**config.mk**
```make
export PLATFORM = sky130hd
export DESIGN_NAME = memerr_flags
export DESIGN_NICKNAME = d
export VERILOG_FILES = /design/src/rtl/memerr_pkg.sv /design/src/rtl/memerr_prio.sv /design/src/rtl/memerr_waitcfg.sv /design/src/rtl/memerr_flags.sv
export SDC_FILE = /design/constraint.sdc
export NUM_CORES = 1
export LEC_CHECK = 0
export ABC_CLOCK_PERIOD_IN_PS = 1700
export CAP_MARGIN = 20
export CELL_PAD_IN_SITES_DETAIL_PLACEMENT = 1
export CELL_PAD_IN_SITES_GLOBAL_PLACEMENT = 1
export CORE_UTILIZATION = 21
export DETAILED_ROUTE_END_ITERATION = 6
export GPL_ROUTABILITY_DRIVEN = 0
export PLACE_DENSITY_LB_ADDON = 0.1
export SLEW_MARGIN = 0
export SYNTH_ARGS = -nofsm -noshare
export SYNTH_HDL_FRONTEND = slang
export SYNTH_SLANG_ARGS = --single-unit
```
**constraint.sdc**
```tcl
create_clock -name clk -period 1.7 [get_ports clk]
set_input_delay 0.255 -clock clk [delete_from_list [all_inputs] [get_ports clk]]
set_output_delay 0.255 -clock clk [all_outputs]
set_load 0.03 [all_outputs]
```
**src/rtl/memerr_pkg.sv**
```systemverilog
package memerr_pkg;
    // Flag indices; a higher index has higher vector priority
    localparam int NFLAG   = 4;
    localparam int FLG_CE  = 0;
    localparam int FLG_UE  = 1;
    localparam int FLG_ACC = 2;
    localparam int FLG_WP  = 3;

    typedef struct packed {
        logic [NFLAG-1:0] flags;
        logic             rst_req;
    } flag_state_t;
endpackage

```
**src/rtl/memerr_prio.sv**
```systemverilog
module memerr_prio #(
    parameter int N     = 4,
    parameter int VEC_W = 8
) (
    input  logic [N-1:0]     req_i,
    output logic [N-1:0]     sel_o,
    output logic [VEC_W-1:0] vec_o
);
    // Ascending scan: the last (highest) pending index wins
    always_comb begin
        sel_o = '0;
        vec_o = '0;
        for (int i = 0; i < N; i++) begin
            if (req_i[i]) begin
                sel_o    = '0;
                sel_o[i] = 1'b1;
                vec_o    = VEC_W'(2 * (N - i));
            end
        end
    end
endmodule

```
**src/rtl/memerr_waitcfg.sv**
```systemverilog
module memerr_waitcfg #(
    parameter int            WS_W     = 4,
    parameter logic [WS_W-1:0] WS_RESET = '0
) (
    input  logic            clk,
    input  logic            rst_n,
    input  logic            force_i,
    input  logic            lock_i,
    input  logic            wr_i,
    input  logic [WS_W-1:0] wdata_i,
    output logic [WS_W-1:0] ws_o
);
    localparam logic [WS_W-1:0] WS_MAX = '1;

    logic [WS_W-1:0] ws_d, ws_q;

    always_comb begin
        ws_d = ws_q;
        if (force_i)
            ws_d = WS_MAX;
        else if (wr_i && !lock_i)
            ws_d = wdata_i;
    end

    always_ff @(posedge clk or negedge rst_n) begin
        if (!rst_n) ws_q <= WS_RESET;
        else        ws_q <= ws_d;
    end

    assign ws_o = ws_q;


    ws_lock_chk: assert property (@(posedge clk) disable iff (!rst_n)
        (lock_i && !force_i) |=> $stable(ws_q));

    ws_force_chk: assert property (@(posedge clk) disable iff (!rst_n)
        force_i |=> (ws_q == WS_MAX));
endmodule

```
**src/rtl/memerr_flags.sv**
```systemverilog
module memerr_flags
    import memerr_pkg::*;
#(
    parameter int VEC_W = 8,
    parameter int WS_W  = 4
) (
    input  logic             clk,
    input  logic             rst_n,
    input  logic             wr_attempt_i,
    input  logic             wp_en_i,
    input  logic             acc_viol_i,
    input  logic             ue_det_i,
    input  logic             ce_det_i,
    input  logic [NFLAG-1:0] ie_i,
    input  logic             ue_rst_en_i,
    input  logic             flag_wr_i,
    input  logic [NFLAG-1:0] flag_wdata_i,
    input  logic             vec_rd_i,
    input  logic             ws_wr_i,
    input  logic [WS_W-1:0]  ws_wdata_i,
    output logic [NFLAG-1:0] flags_o,
    output logic [VEC_W-1:0] vec_o,
    output logic [WS_W-1:0]  ws_o,
    output logic             wr_grant_o,
    output logic             nmi_o,
    output logic             rst_req_o
);
    flag_state_t      st_d, st_q;
    logic [NFLAG-1:0] ev, clr, top_sel;

    memerr_prio #(.N(NFLAG), .VEC_W(VEC_W)) u_prio (
        .req_i (st_q.flags),
        .sel_o (top_sel),
        .vec_o (vec_o)
    );

    memerr_waitcfg #(.WS_W(WS_W)) u_wait (
        .clk     (clk),
        .rst_n   (rst_n),
        .force_i (acc_viol_i),
        .lock_i  (st_q.flags[FLG_ACC]),
        .wr_i    (ws_wr_i),
        .wdata_i (ws_wdata_i),
        .ws_o    (ws_o)
    );

    always_comb begin
        ev          = '0;
        ev[FLG_CE]  = ce_det_i;
        ev[FLG_UE]  = ue_det_i;
        ev[FLG_ACC] = acc_viol_i;
        ev[FLG_WP]  = wr_attempt_i && wp_en_i;

        clr = '0;
        if (flag_wr_i) clr = clr | ~flag_wdata_i;
        if (vec_rd_i)  clr = clr | top_sel;

        st_d.flags   = (st_q.flags & ~clr) | ev;
        st_d.rst_req = st_d.flags[FLG_UE] && !st_q.flags[FLG_UE] && ue_rst_en_i;
    end

    always_ff @(posedge clk or negedge rst_n) begin
        if (!rst_n) st_q <= '0;
        else        st_q <= st_d;
    end

    assign flags_o    = st_q.flags;
    assign rst_req_o  = st_q.rst_req;
    assign nmi_o      = |(st_q.flags & ie_i);
    assign wr_grant_o = wr_attempt_i && !wp_en_i && !st_q.flags[FLG_ACC];

    for (genvar k = 0; k < NFLAG; k++) begin : g_flag_chk

        flag_src_chk: assert property (@(posedge clk) disable iff (!rst_n)
            $rose(st_q.flags[k]) |-> $past(ev[k]));

        set_wins_chk: assert property (@(posedge clk) disable iff (!rst_n)
            ev[k] |=> st_q.flags[k]);
    end


    rst_pulse_chk: assert property (@(posedge clk) disable iff (!rst_n)
        rst_req_o |=> !rst_req_o);

    vec_zero_chk: assert property (@(posedge clk) disable iff (!rst_n)
        (|flags_o) == (vec_o != '0));

    vec_sel_chk: assert property (@(posedge clk) disable iff (!rst_n)
        $onehot0(top_sel));

    grant_lock_chk: assert property (@(posedge clk) disable iff (!rst_n)
        flags_o[FLG_ACC] |-> !wr_grant_o);
endmodule

```
Word level (Yosys, flattened, before mapping)
Index checks and enable logic that the tools add are counted.
{ "totals": {"register_bits": 9, "inputBits": 23, "out_inout_bits": 19, "word_cells": 32} }
{ "op_classes": {"n_mux": 12, "bitwise_logic": 6, "reduce_logical": 11} }
{ "op_table": {"columns": ["operator", "count"], "rows": [
  ["2-to-1 mux 4 bit", 9],
  ["bitwise AND 4 bit", 2],
  ["NOT 4 bit", 2],
  ["OR 4 bit", 2],
  ["logical AND 1 bit", 6],
  ["OR reduction 4 bit", 1],
  ["zero test 1 bit", 3],
  ["2-to-1 mux 3 bit", 1],
  ["2-to-1 mux 2 bit", 1],
  ["nonzero test 2 bit", 1],
  ["2-to-1 mux 1 bit", 1]
]} }

Depth between registers and ports, before layout
{ "logic_depth": {"ltp_word": 11, "depth_mapped": 3, "mapped_depth_nobuf": 2} }

Cells and area by module
Synthesis repeated with hierarchy kept, for this count alone.
{ "hier_totals": {"hier_cells": 57, "area_unflattened_um2": 524.3} }
{ "modules_own_cells": {"columns": ["mod", "n_inst", "cells_per_inst", "area_per_inst_um2", "seq_area_each_um2"], "rows": [
  ["memerr_flags", 1, 23, 235.2, 125.1],
  ["memerr_waitcfg", 1, 19, 186.4, 100.1],
  ["memerr_prio", 1, 15, 102.6, 0.0]
]} }

Least setup slack after synthesis
OpenSTA, ideal clock, no wires.
{ "synth_path": {"kind": "register to output", "start": "register st_q, in the netlist flags_o[3]", "end": "output vec_o[3]", "t_arrival_ns": 1.659, "required_ns": 1.445, "slack_ns": -0.214, "stages_incl_launch_ff": 2, "n_path_buf": 0, "path_cell_list": "dfrtp_1 -> nor4b_1"} }
{ "synth_between": {"elab_chain_len": 1} }
{ "synth_lines": {"columns": ["item", "line_no", "text"], "rows": [
  ["from (decl)", "memerr_flags.sv:28", "flag_state_t st_d, st_q;"],
  ["from (signal assigned)", "memerr_flags.sv:64", "else st_q <= st_d;"],
  ["2-to-1 mux 4 bit", "memerr_prio.sv:14", "if (req_i[i]) begin"],
  ["to (decl)", "memerr_flags.sv:22", "output logic [VEC_W-1:0] vec_o,"]
]} }
Every way passes these cells.

Worst setup path after layout
{ "layout_path": {"start": "register st_q, in the netlist flags_o[0]", "end": "output flags_o[0]"} }
{ "layout_rtl": {"columns": ["item", "line_no", "text"], "rows": [
  ["to (decl)", "memerr_flags.sv:21", "output logic [NFLAG-1:0] flags_o,"]
]} }
No word-level cell between the ends.

==> impl_metrics.tcl <==
set metrics [dict create \
    initial_utilization_pct 22.70 \
    via_count 526 \
    drt_iter0_drc 3 \
    netlist_instances 54 \
    stdcell_count 121 \
    port_buffers 36 \
    synth_xor_area_share_pct 0 \
    synth_edf_count 0 \
    route.detailed.drc 0 \
    switching_share_pct 32.09 \
    power_per_cell_area_nw_per_um2 688.0 \
    antenna_cells 0 \
    cts_tree "done" \
    grt_usage_pct 12.23 \
    crit_path_top_delay_cell "clkdlybuf4s50_1" \
    worstPathCellList "clkdlybuf4s50_1" \
    htreeDepth 1 \
    hp-class "in -> async" \
    synth_common_cells "dfrtp_1 (9), inv_1 (7), buf_4 (6), nand3b_1 (4), o211ai_1 (4)" \
    synth_top_family_by_area "simple AND/OR/NAND/NOR gates" \
    areaGrowthSynthToFinish_pct 76.51 \
    internal_power_mw 0.4262 \
    cp.arrival_ps 1320 \
    drive_above_1_share_pct 13.98 \
    cp-end-kind "output port" \
    routed_wl_um 1350 \
    ios 42 \
    cts-buffers-inserted 3 \
    clock_path_buffers 2 \
    seq_area_frac_synth_pct 43.58 \
    ys_types 22 \
    yosysMostFrequentCell "dfrtp_1" \
    syn_area_um2 516.7 \
    syn_area_per_cell_um2 9.569 \
    first_pass_iters 3 \
    dieArea_um2 2663 \
    peakVddDrop_uv 519.2 \
    fmax_ghz 0.6352 \
    drv_cap 0 \
    grt_pass1_vias 511 \
    synth-adder-area-share_pct 0 \
    use_met1_pct 15.56 \
    hpwl_um 1153 \
    grt_max_degree 10 \
    slew_viol_final 0 \
    top_usage_layer "met2" \
    overflow 0 \
    rows 17 \
    use_met2_pct 17.97 \
    dp_cells 117 \
    power_frac_comb_pct 34.8 \
    antenna_found_initial 0 \
    die_h_um 51.61 \
    yosysTopAreaCell "dfrtp_1" \
    async_flop_share_pct 100.0 \
    crit_path_max_incr_delay_ps 680 \
    clock_power_share_pct 26.0 \
    fin_crit_sh_pct 92.61 \
    sequentialPowerShare_pct 39.1 \
    path_buf_inv 1 \
    critPathRequiredTime_ps 1440 \
    p_switching_mw 0.2013 \
    synth_seq_cells 9 \
    crit_family "buffers and inverters" \
    synthTopCellsByArea "dfrtp_1 (44%), buf_4 (8.7%), nand3b_1 (5.8%), o211ai_1 (5.8%), inv_1 (5.1%)" \
    worstSetupPathType "reg -> out" \
    final-setup-viol-count 0 \
    root_buffer "clkbuf_4" \
    fin_tns_setup_ps 0 \
    grt_use_met3_pct 6.725 \
    clk_pin_slew_ps 60 \
    synth-compound-area-share_pct 17.19 \
    hold_viol 0 \
    fill_cells 261 \
    synth_top_area_share_pct 43.58 \
    cellLeakagePower_nw 0.4003 \
    cts_sinks 9 \
    wl_per_cell_um 11.16 \
    clock_latency_ps 260 \
    grt_pass1_wl_um 2311 \
    fp.coreArea_um2 2276 \
    status "finished clean" \
    critPathMaxFanout 4 \
    rsz0062_at_grt "false" \
    synth-simple-area-share_pct 23.97 \
    synth_ff_type "dfrtp_1" \
    fin_crit_ps 1574 \
    vias_per_cell 4.347 \
    fin_skew_ps 2.394 \
    yosys_warnings 0 \
    die_w_um 51.61 \
    startpoint_type "register" \
    detail-route-antenna-nets 0 \
    nets 117 \
    synthMuxAreaShare_pct 0 \
]
==> layout make-up <==
class                      instances  area, um2  area share [%]
clock buffer                       4      26.28           2.881
inverter                           7      26.28           2.881
timing repair buffer              38      361.6           39.64
tap                               28      35.03           3.841
sequential                         9      225.2           24.69
multi-input combinational         35      237.7           26.06
==> state kept, by name, summed over array words and instances, names as in the netlist <==
| register | count |
|---|---|
| rst_req_o | 1 |
| flags_o | 4 |
| u_wait.ws_o | 4 |
==> power groups by stage <==
| stage | registers, mW | logic (mW) | clock network [mW] |
|---|---|---|---|
| 3_3_place_gp | 0.250 | 0.229 | 0 |
| 3_5_place_dp | 0.251 | 0.230 | 0 |
| 6_report | 0.245 | 0.219 | 0.163 |
| 5_1_grt | 0.249 | 0.235 | 0.191 |
| 2_1_floorplan | 0.273 | 0.0960 | 0 |
| 4_1_cts | 0.246 | 0.222 | 0.174 |
==> cell families after synthesis <==
group / after synthesis
buffers and inverters: 14
AO/OA/AOI/OAI: 11
AND/OR/NAND/NOR: 19
other: 1
flip-flops: 9
==> per-layer routing <==
layer	up-vias	wire (um)
li1	257	-
met1	250	575
met2	17	660
met3	2	100
met4	0	13
met5	-	0
==> repair_timing <==
item | 4_1_cts | 5_1_grt
resized for setup | 5 | 0
setup endpoints to repair | 5 | 0
hold buffers | 0 | 0
setup buffers | 0 | 0
==> cell usage in the layout (no fill, tap or decap), drive strengths merged, types with 2 or more instances in the layout <==
cell / n
clkdlybuf4s50: 28
dfrtp: 9
inv: 7
conb: 5
dlygate4sd2: 5
buf: 5
nand3b: 4
o211ai: 4
clkbuf: 4
nand2b: 3
nor2: 3
nor2b: 2
nand2: 2
a22oi: 2
a31o: 2
==> through the flow <==
step | instance area [um2] | utilization, % | worst slack [ps] | power, mW | hold slack (ps)
4_1_cts | 912.1 | 40.08 | 101.5 | 0.6421 | 323.1
3_3_place_gp | 892.1 | 39.20 | 129.5 | 0.4792 | 549.9
5_1_grt | 912.1 | 40.08 | 32.01 | 0.6748 | 336.3
3_5_place_dp | 892.1 | 39.20 | 114.2 | 0.4809 | 551.8
2_1_floorplan | 538.0 | - | 117.7 | 0.3689 | -40.59
6_report | 912.1 | 40.08 | 125.6 | 0.6275 | 301.5
==> worst paths after layout <==
kind                             start         end  slack (ps)  cells after the start
setup reg to reg            flags_o[2]  flags_o[0]         290                      3
hold reg to reg             flags_o[0]  flags_o[0]         550                      1
max in group asynchronous        rst_n  flags_o[1]        1100                      1
min in group clk           ue_rst_en_i   rst_req_o         540                      3
hold / removal                   rst_n  flags_o[2]         300                      1
setup / recovery            flags_o[0]  flags_o[0]         130                      1
(Power assumes the default switching activity.)
